File: src/rtl/sport_ctl_pkg.sv
`timescale 1ns/1ps
package sport_ctl_pkg;
  localparam int unsigned SP_ADDR_CFG = 0;
  localparam int unsigned SP_ADDR_CSR = 1;
endpackage

File: src/rtl/sport_ctl_cfg.sv
`timescale 1ns/1ps
// Control storage: configuration word, upper control bits and enable.
module sport_ctl_cfg #(
  parameter int unsigned CFG_W   = 8,
  parameter int unsigned HI_W    = 7,
  parameter logic [CFG_W-1:0] CFG_RST = '0
) (
  input  logic             clk,
  input  logic             rst,
  input  logic             wr_cfg,
  input  logic             wr_csr,
  input  logic [CFG_W-1:0] cfg_wd,
  input  logic [HI_W-1:0]  hi_wd,
  input  logic             en_wd,
  output logic [CFG_W-1:0] cfg_q,
  output logic [HI_W-1:0]  hi_q,
  output logic             en_q,
  output logic             viol,
  output logic             local_rst
);
  always_comb begin
    viol = 1'b0;
    if (wr_cfg && en_q) viol = 1'b1;
    if (wr_csr && en_q && en_wd && (hi_wd != hi_q)) viol = 1'b1;
    local_rst = wr_csr && !en_wd;
  end

  always_ff @(posedge clk) begin
    if (rst) begin
      cfg_q <= CFG_RST;
      hi_q  <= '0;
      en_q  <= 1'b0;
    end else begin
      if (wr_cfg && !en_q) cfg_q <= cfg_wd;
      if (wr_csr) begin
        en_q <= en_wd;
        if (!en_q && !en_wd) hi_q <= hi_wd;
      end
    end
  end
endmodule

File: src/rtl/sport_ctl_stat.sv
`timescale 1ns/1ps
// Sticky status flags with scoped clearing.
module sport_ctl_stat #(
  parameter int unsigned NSTAT = 4
) (
  input  logic             clk,
  input  logic             rst,
  input  logic             clr,
  input  logic             accept,
  input  logic [NSTAT-1:0] evt,
  input  logic             viol,
  output logic [NSTAT-1:0] flags_q,
  output logic             err_q
);
  always_ff @(posedge clk) begin
    if (rst || clr) begin
      flags_q <= '0;
      err_q   <= 1'b0;
    end else begin
      if (accept) flags_q <= flags_q | evt;
      if (viol)   err_q   <= 1'b1;
    end
  end
endmodule

File: src/rtl/sport_ctl_gate.sv
`timescale 1ns/1ps
// Registered clock enable for the transfer logic.
module sport_ctl_gate (
  input  logic clk,
  input  logic rst,
  input  logic en,
  input  logic stop,
  output logic gate_q
);
  always_ff @(posedge clk) begin
    if (rst) gate_q <= 1'b0;
    else     gate_q <= en && !stop;
  end
endmodule

File: src/rtl/sport_ctl_regs.sv
`timescale 1ns/1ps
module sport_ctl_regs
  import sport_ctl_pkg::*;
#(
  parameter int unsigned DW      = 16,
  parameter int unsigned AW      = 2,
  parameter int unsigned CFG_W   = 8,
  parameter int unsigned NSTAT   = 4,
  parameter logic [CFG_W-1:0] CFG_RST = 8'h1F
) (
  input  logic              clk,
  input  logic              rst,
  input  logic              stop_req,
  input  logic              wr_en,
  input  logic              rd_en,
  input  logic [AW-1:0]     addr,
  input  logic [DW-1:0]     wdata,
  output logic [DW-1:0]     rdata,
  input  logic [NSTAT-1:0]  evt_in,
  output logic              port_en,
  output logic [CFG_W-1:0]  cfg_out,
  output logic [DW/2-2:0]   ctl_out,
  output logic              clk_gate
);
  localparam int unsigned HALF = DW / 2;
  localparam int unsigned HI_W = HALF - 1;
  localparam int unsigned PADW = HALF - 1 - NSTAT;

  logic             sel_cfg, sel_csr;
  logic             viol, local_rst;
  logic [NSTAT-1:0] flags_q;
  logic             err_q;
  logic [DW-1:0]    csr_view, cfg_view, rd_mux;

  assign sel_cfg = (addr == AW'(SP_ADDR_CFG));
  assign sel_csr = (addr == AW'(SP_ADDR_CSR));

  sport_ctl_cfg #(.CFG_W(CFG_W), .HI_W(HI_W), .CFG_RST(CFG_RST)) cfg_i (
    .clk(clk), .rst(rst),
    .wr_cfg(wr_en && sel_cfg), .wr_csr(wr_en && sel_csr),
    .cfg_wd(wdata[CFG_W-1:0]), .hi_wd(wdata[DW-2:HALF]), .en_wd(wdata[DW-1]),
    .cfg_q(cfg_out), .hi_q(ctl_out), .en_q(port_en),
    .viol(viol), .local_rst(local_rst)
  );

  sport_ctl_stat #(.NSTAT(NSTAT)) stat_i (
    .clk(clk), .rst(rst),
    .clr(stop_req || !port_en || local_rst),
    .accept(port_en && !stop_req),
    .evt(evt_in), .viol(viol),
    .flags_q(flags_q), .err_q(err_q)
  );

  sport_ctl_gate gate_i (
    .clk(clk), .rst(rst), .en(port_en), .stop(stop_req), .gate_q(clk_gate)
  );

  generate
    if (PADW > 0) begin : g_pad
      assign csr_view = {port_en, ctl_out, err_q, {PADW{1'b0}}, flags_q};
    end else begin : g_nopad
      assign csr_view = {port_en, ctl_out, err_q, flags_q};
    end
  endgenerate

  assign cfg_view = {{(DW-CFG_W){1'b0}}, cfg_out};

  always_comb begin
    rd_mux = '0;
    if (sel_cfg)      rd_mux = cfg_view;
    else if (sel_csr) rd_mux = csr_view;
  end

  always_ff @(posedge clk) begin
    if (rst)        rdata <= '0;
    else if (rd_en) rdata <= rd_mux;
  end
endmodule

File: config.mk
export PLATFORM = sky130hd
export DESIGN_NAME = sport_ctl_regs
export DESIGN_NICKNAME = d
export VERILOG_FILES = /design/src/rtl/sport_ctl_pkg.sv /design/src/rtl/sport_ctl_cfg.sv /design/src/rtl/sport_ctl_stat.sv /design/src/rtl/sport_ctl_gate.sv /design/src/rtl/sport_ctl_regs.sv
export SDC_FILE = /design/constraint.sdc
export NUM_CORES = 1
export LEC_CHECK = 0
export ABC_AREA = 1
export BUFFER_PORTS_ARGS = -buffer_cell sky130_fd_sc_hd__buf_2
export CAP_MARGIN = 20
export CORE_UTILIZATION = 44
export CTS_CLUSTER_SIZE = 10
export DETAILED_ROUTE_END_ITERATION = 16
export HOLD_SLACK_MARGIN = 0.05
export PLACE_DENSITY = 0.73
export SYNTH_ARGS = -nofsm -noshare
export SYNTH_HDL_FRONTEND = slang
export SYNTH_SLANG_ARGS = --single-unit
File: constraint.sdc
create_clock -name clk -period 1.4 [get_ports clk]
set_input_delay 0.21 -clock clk [delete_from_list [all_inputs] [get_ports clk]]
set_output_delay 0.21 -clock clk [all_outputs]
set_load 0.05 [all_outputs]
### Word-level counts from Yosys, hierarchy flattened

Index checks and enable logic that the tools add are counted.

| word-level totals | value |
|---|---|
| register bits | 38 |
| input port bits | 27 |
| logic and storage cells | 32 |

| operators by class | value |
|---|---|
| equality and inequality tests | 2 |
| mux-type cells | 4 |
| bitwise operators | 1 |
| reductions and logical operators | 18 |

Operator list:

| operator | count |
|---|---|
| 16-bit 2-to-1 mux | 2 |
| 1-bit logical AND | 10 |
| 7-bit inequality test | 1 |
| 4-bit bitwise OR | 1 |
| 1-bit zero test | 3 |
| 1-bit logical OR | 3 |
| 2-bit by 1-bit == test with 1-bit output (second input constant) | 1 |
| 2-bit zero test | 1 |
| 1-bit 2-to-1 mux | 2 |
| 2-bit AND reduction | 1 |

### Depth between registers and ports, before layout

| depth | value |
|---|---|
| word-level depth | 6 |
| depth in mapped cells | 8 |
| depth with buffers taken out | 7 |

### Hierarchy

From an unflattened synthesis, not the netlist that was laid out.

| second synthesis, totals | value |
|---|---|
| cells, all modules | 239 |
| area total of the unflattened synthesis | 1694.1 µm² |

By module, submodules not included:

| module | times used | cells an instance | area each (µm²) | seq. area each (µm²) |
|---|---|---|---|---|
| sport_ctl_cfg | 1 | 106 | 750.7 | 320.3 |
| sport_ctl_regs | 1 | 101 | 718.2 | 320.3 |
| sport_ctl_stat | 1 | 28 | 191.4 | 100.1 |
| sport_ctl_gate | 1 | 4 | 33.8 | 20.0 |

### Worst setup path before layout

Ideal clock, no wire load.

| path | value |
|---|---|
| path kind | register to register |
| from | register cfg_i.en_q |
| to | register cfg_i.cfg_q[0] |
| setup time | 0.127 ns |
| arrival | 1.314 ns |
| data required time | 1.273 ns |
| setup slack | -0.041 ns |
| cell stages (with the launch flop) | 7 |
| path through | dfxtp_1 inv_1 nand3_2 inv_1 buf_4 nand2_1 o211ai_1 |

| between the ends | value |
|---|---|
| longest elaborated chain between the ends | 2 |

Ends and longest elaborated chain:

| what | line | text |
|---|---|---|
| start, declared | sport_ctl_cfg.sv:17 | `output logic en_q,` |
| start signal, assigned | sport_ctl_cfg.sv:36 | `en_q <= en_wd;` |
| 1-bit zero test | sport_ctl_cfg.sv:34 | `if (wr_cfg && !en_q) cfg_q <= cfg_wd;` |
| 1-bit logical AND | sport_ctl_cfg.sv:34 |  |
| end signal, assigned | sport_ctl_cfg.sv:34 |  |
| end, declared | sport_ctl_cfg.sv:15 | `output logic [CFG_W-1:0] cfg_q,` |

No other way between the ends.
A chain may end at the register's enable or synchronous reset.

### Final worst setup path

| path | value |
|---|---|
| from | register cfg_i.hi_q[4] |
| to | output ctl_out[4] |

RTL lines:

| what | line | text |
|---|---|---|
| start, declared | sport_ctl_cfg.sv:16 | `output logic [HI_W-1:0] hi_q,` |
| start signal, assigned | sport_ctl_cfg.sv:37 | `if (!en_q && !en_wd) hi_q <= hi_wd;` |
| end, declared | sport_ctl_regs.sv:22 | `output logic [DW/2-2:0] ctl_out,` |

No word-level cell between the ends.

==> impl_metrics.yaml <==
worst_setup_path:
  reg2reg_depth: 5
  crit_buf_inv: 1
  reg2reg_from: "cfg_i.en_q"
  crit_slowest_cell: "dfxtp_1"
  r2r_setup_slack_ns: 0.18
  start_kind: "register"
  rr_endpoint: "cfg_i.cfg_q[5]"
  path_cells: "buf_2"
  crit_required_ns: 1.19
  max_stage_delay_ns: 0.39
  cp.arrival_ns: 1.03
  crit_type: "register to output pin"
  crit_family: "flip-flops"
  cp_max_fo: 4
  end_kind: "output pin"
clocking:
  cts_root_buf: "clkbuf_4"
  clock_path_buffers: 2
  worstSkewPairLatency_ns: 0.35
  post-cts-setup-buffers: 0
  clkSinkCount: 38
  cts_buffers: 5
  clk_pin_slew_worst_paths_ns: 0.12
  h-tree-depth: 2
  cts_tree: "yes"
die:
  floorplan.die_area_um2: 3830
  ioPinCount: 60
  rows: 21
  core_area_um2: 3390
  dieWidth_um: 61.9
  die_h_um: 61.9
  start_util: 0.465
final_layout:
  fillers: 313
  layout_commonest_cell: "buf_2"
  final_nets: 301
  final_cell_mix: "59 x buf_2, 52 x nand2_1, 37 x dfxtp_1, 31 x inv_1, 22 x a21oi_1"
  drive_gt1_frac: 0.309
  area_growth_pct: 27.3
  antenna_cells: 0
grt:
  antenna_found_initial: 0
  gr-max-usage-layer: "met2"
  met2_usage: 0.290
  met1_usage: 0.267
  grt_pass1_vias: 1205
  grt_max_degree: 20
  grt_usage: 0.195
  grt_overflow: 0
  grt_pass1_wl_um: 5370
  grt_use_met3: 0.0683
synthesis:
  synth-seq-area-share: 0.482
  synthFlopType: "dfxtp_1"
  synth.distinct_cells: 24
  netlist_area_um2: 1580
  ys_seq_elements: 38
  syn_nets: 238
  synthArstFlopShare: 0
  yosysWarnings: 0
  synth_edf_count: 0
  syn_area_per_cell_um2: 7.48
  syn_inst: 211
timing:
  final_max_slew_viol_count: 0
  finalCritPeriodShare: 0.883
  hold_viol: 0
  fmax_mhz: 809
  relSlewSlack: 0.729
  final-setup-viol-count: 0
  period_needed_ns: 1.24
  rsz0062_at_grt: "false"
  tightest_slew_ns: 0.403
  clock_skew_ns: 0.00761
  totalNegativeSetupSlack_ns: 0
drt:
  vias: 1491
  vias_per_cell: 4.64
  ant_nets: 0
  drcViolationCount: 0
  drtIter0Drc: 43
  first_pass_iters: 4
  routed_wl_um: 3510
  wl_per_cell_um: 10.9
status:
  status: "completed"
power_and_ir_drop:
  p_sw_frac: 0.304
  power_density_nw_per_um2: 1140
  leakagePower_nw: 1.00
  p_switching_uw: 696
  power_frac_seq: 0.505
  p_int_mw: 1.59
  vdd_drop_max_uv: 742
  p_comb_frac: 0.181
  clkPwrFrac: 0.313
  total_power_mw: 2.29
placed_design:
  port_buffers: 59
  gp_congestion: 0.753
  place_hpwl_um: 2540
flow_run:
  maxCapViolations: 0
worst_hold_path:
  hold_end: "cfg_i.cfg_q[4]"
  hold_path_class: "input pin to register"
  hold_depth: 3
  hold_start: "wdata[4]"
==> cells by family (layout without fill, tap and decap cells) <==
group / count (synthesis) / count (layout) / synth area share
compound gates: 58 / 58 / 0.208
buf+inv: 41 / 105 / 0.108
flops: 38 / 38 / 0.482
simple gates: 74 / 74 / 0.202
==> metal layers <==
metal,vias to the layer above,wire (µm),share of wire
li1,797,-,-
met2,37,1510,0.43
met3,4,161,0.046
met5,-,0,0
met1,653,1800,0.51
met4,0,39,0.011
==> per-stage QoR <==
stage           util  std cells  setup WS (ns)  instance area (µm²)  hold WS, ns
6_report       0.592        321          0.163                 2010       0.0656
5_1_grt        0.592        321         0.0616                 2010       0.0586
4_1_cts        0.592        321          0.127                 2010       0.0605
3_5_place_dp   0.566        312         0.0700                 1920        0.411
3_3_place_gp   0.566        312          0.198                 1920        0.412
2_1_floorplan      -        211         0.0963                 1580        0.279
==> power groups by stage <==
| stage | logic [mW] | clock network [mW] | registers (mW) |
|---|---|---|---|
| after detailed placement | 0.413 | 0 | 1.18 |
| after global routing | 0.453 | 0.771 | 1.16 |
| final | 0.415 | 0.716 | 1.16 |
| after CTS | 0.417 | 0.723 | 1.16 |
| after floorplan | 0.130 | 0 | 1.34 |
| after global placement | 0.410 | 0 | 1.18 |
==> Yosys cell counts (all sizes together) (3+ instances only) <==
| library cell | count | share of area |
|---|---|---|
| a31o | 4 | 0.022 |
| inv | 32 | 0.076 |
| nand2 | 54 | 0.13 |
| buf | 6 | 0.025 |
| nor2 | 14 | 0.048 |
| nand3 | 4 | 0.016 |
| dfxtp | 38 | 0.48 |
| o21ai | 25 | 0.082 |
| clkbuf | 3 | 0.0071 |
| o211ai | 4 | 0.019 |
| a21oi | 22 | 0.070 |
==> final cells by class <==
type                       instances  area (µm²)  share of cell area
sequential                        38         762               0.379
multi-input combinational        132         647               0.322
timing repair buffer              65         343               0.171
inverter                          32         120              0.0598
clock buffer                       8        78.8              0.0393
tap                               46        57.6              0.0287
==> worst max path at each step <==
stage	start	to	slack (ns)	depth (start not counted)
after global routing	cfg_i.en_q	cfg_i.cfg_q[6]	0.06	5
after floorplan	cfg_i.hi_q[0]	stat_i.err_q	0.1	7
after global placement	addr[0]	stat_i.err_q	0.20	6
after CTS	stop_req	stat_i.err_q	0.13	5
final	cfg_i.hi_q[4]	ctl_out[4]	0.16	1
after detailed placement	addr[0]	stat_i.flags_q[1]	0.07	6
==> flip-flops by register name (all words and copies together) (netlist names) <==
signal and count:
stat_i.flags_q 4, gate_i.gate_q 1, stat_i.err_q 1, cfg_i.hi_q 7, cfg_i.en_q 1, cfg_i.cfg_q 8
rdata 16
==> what timing repair did <==
action	CTS	global route
endpoints found under the setup margin	0	2
hold buffers	1	0
resized for setup	0	1
hold endpoints to repair	1	0
(Power assumes the default switching activity.)
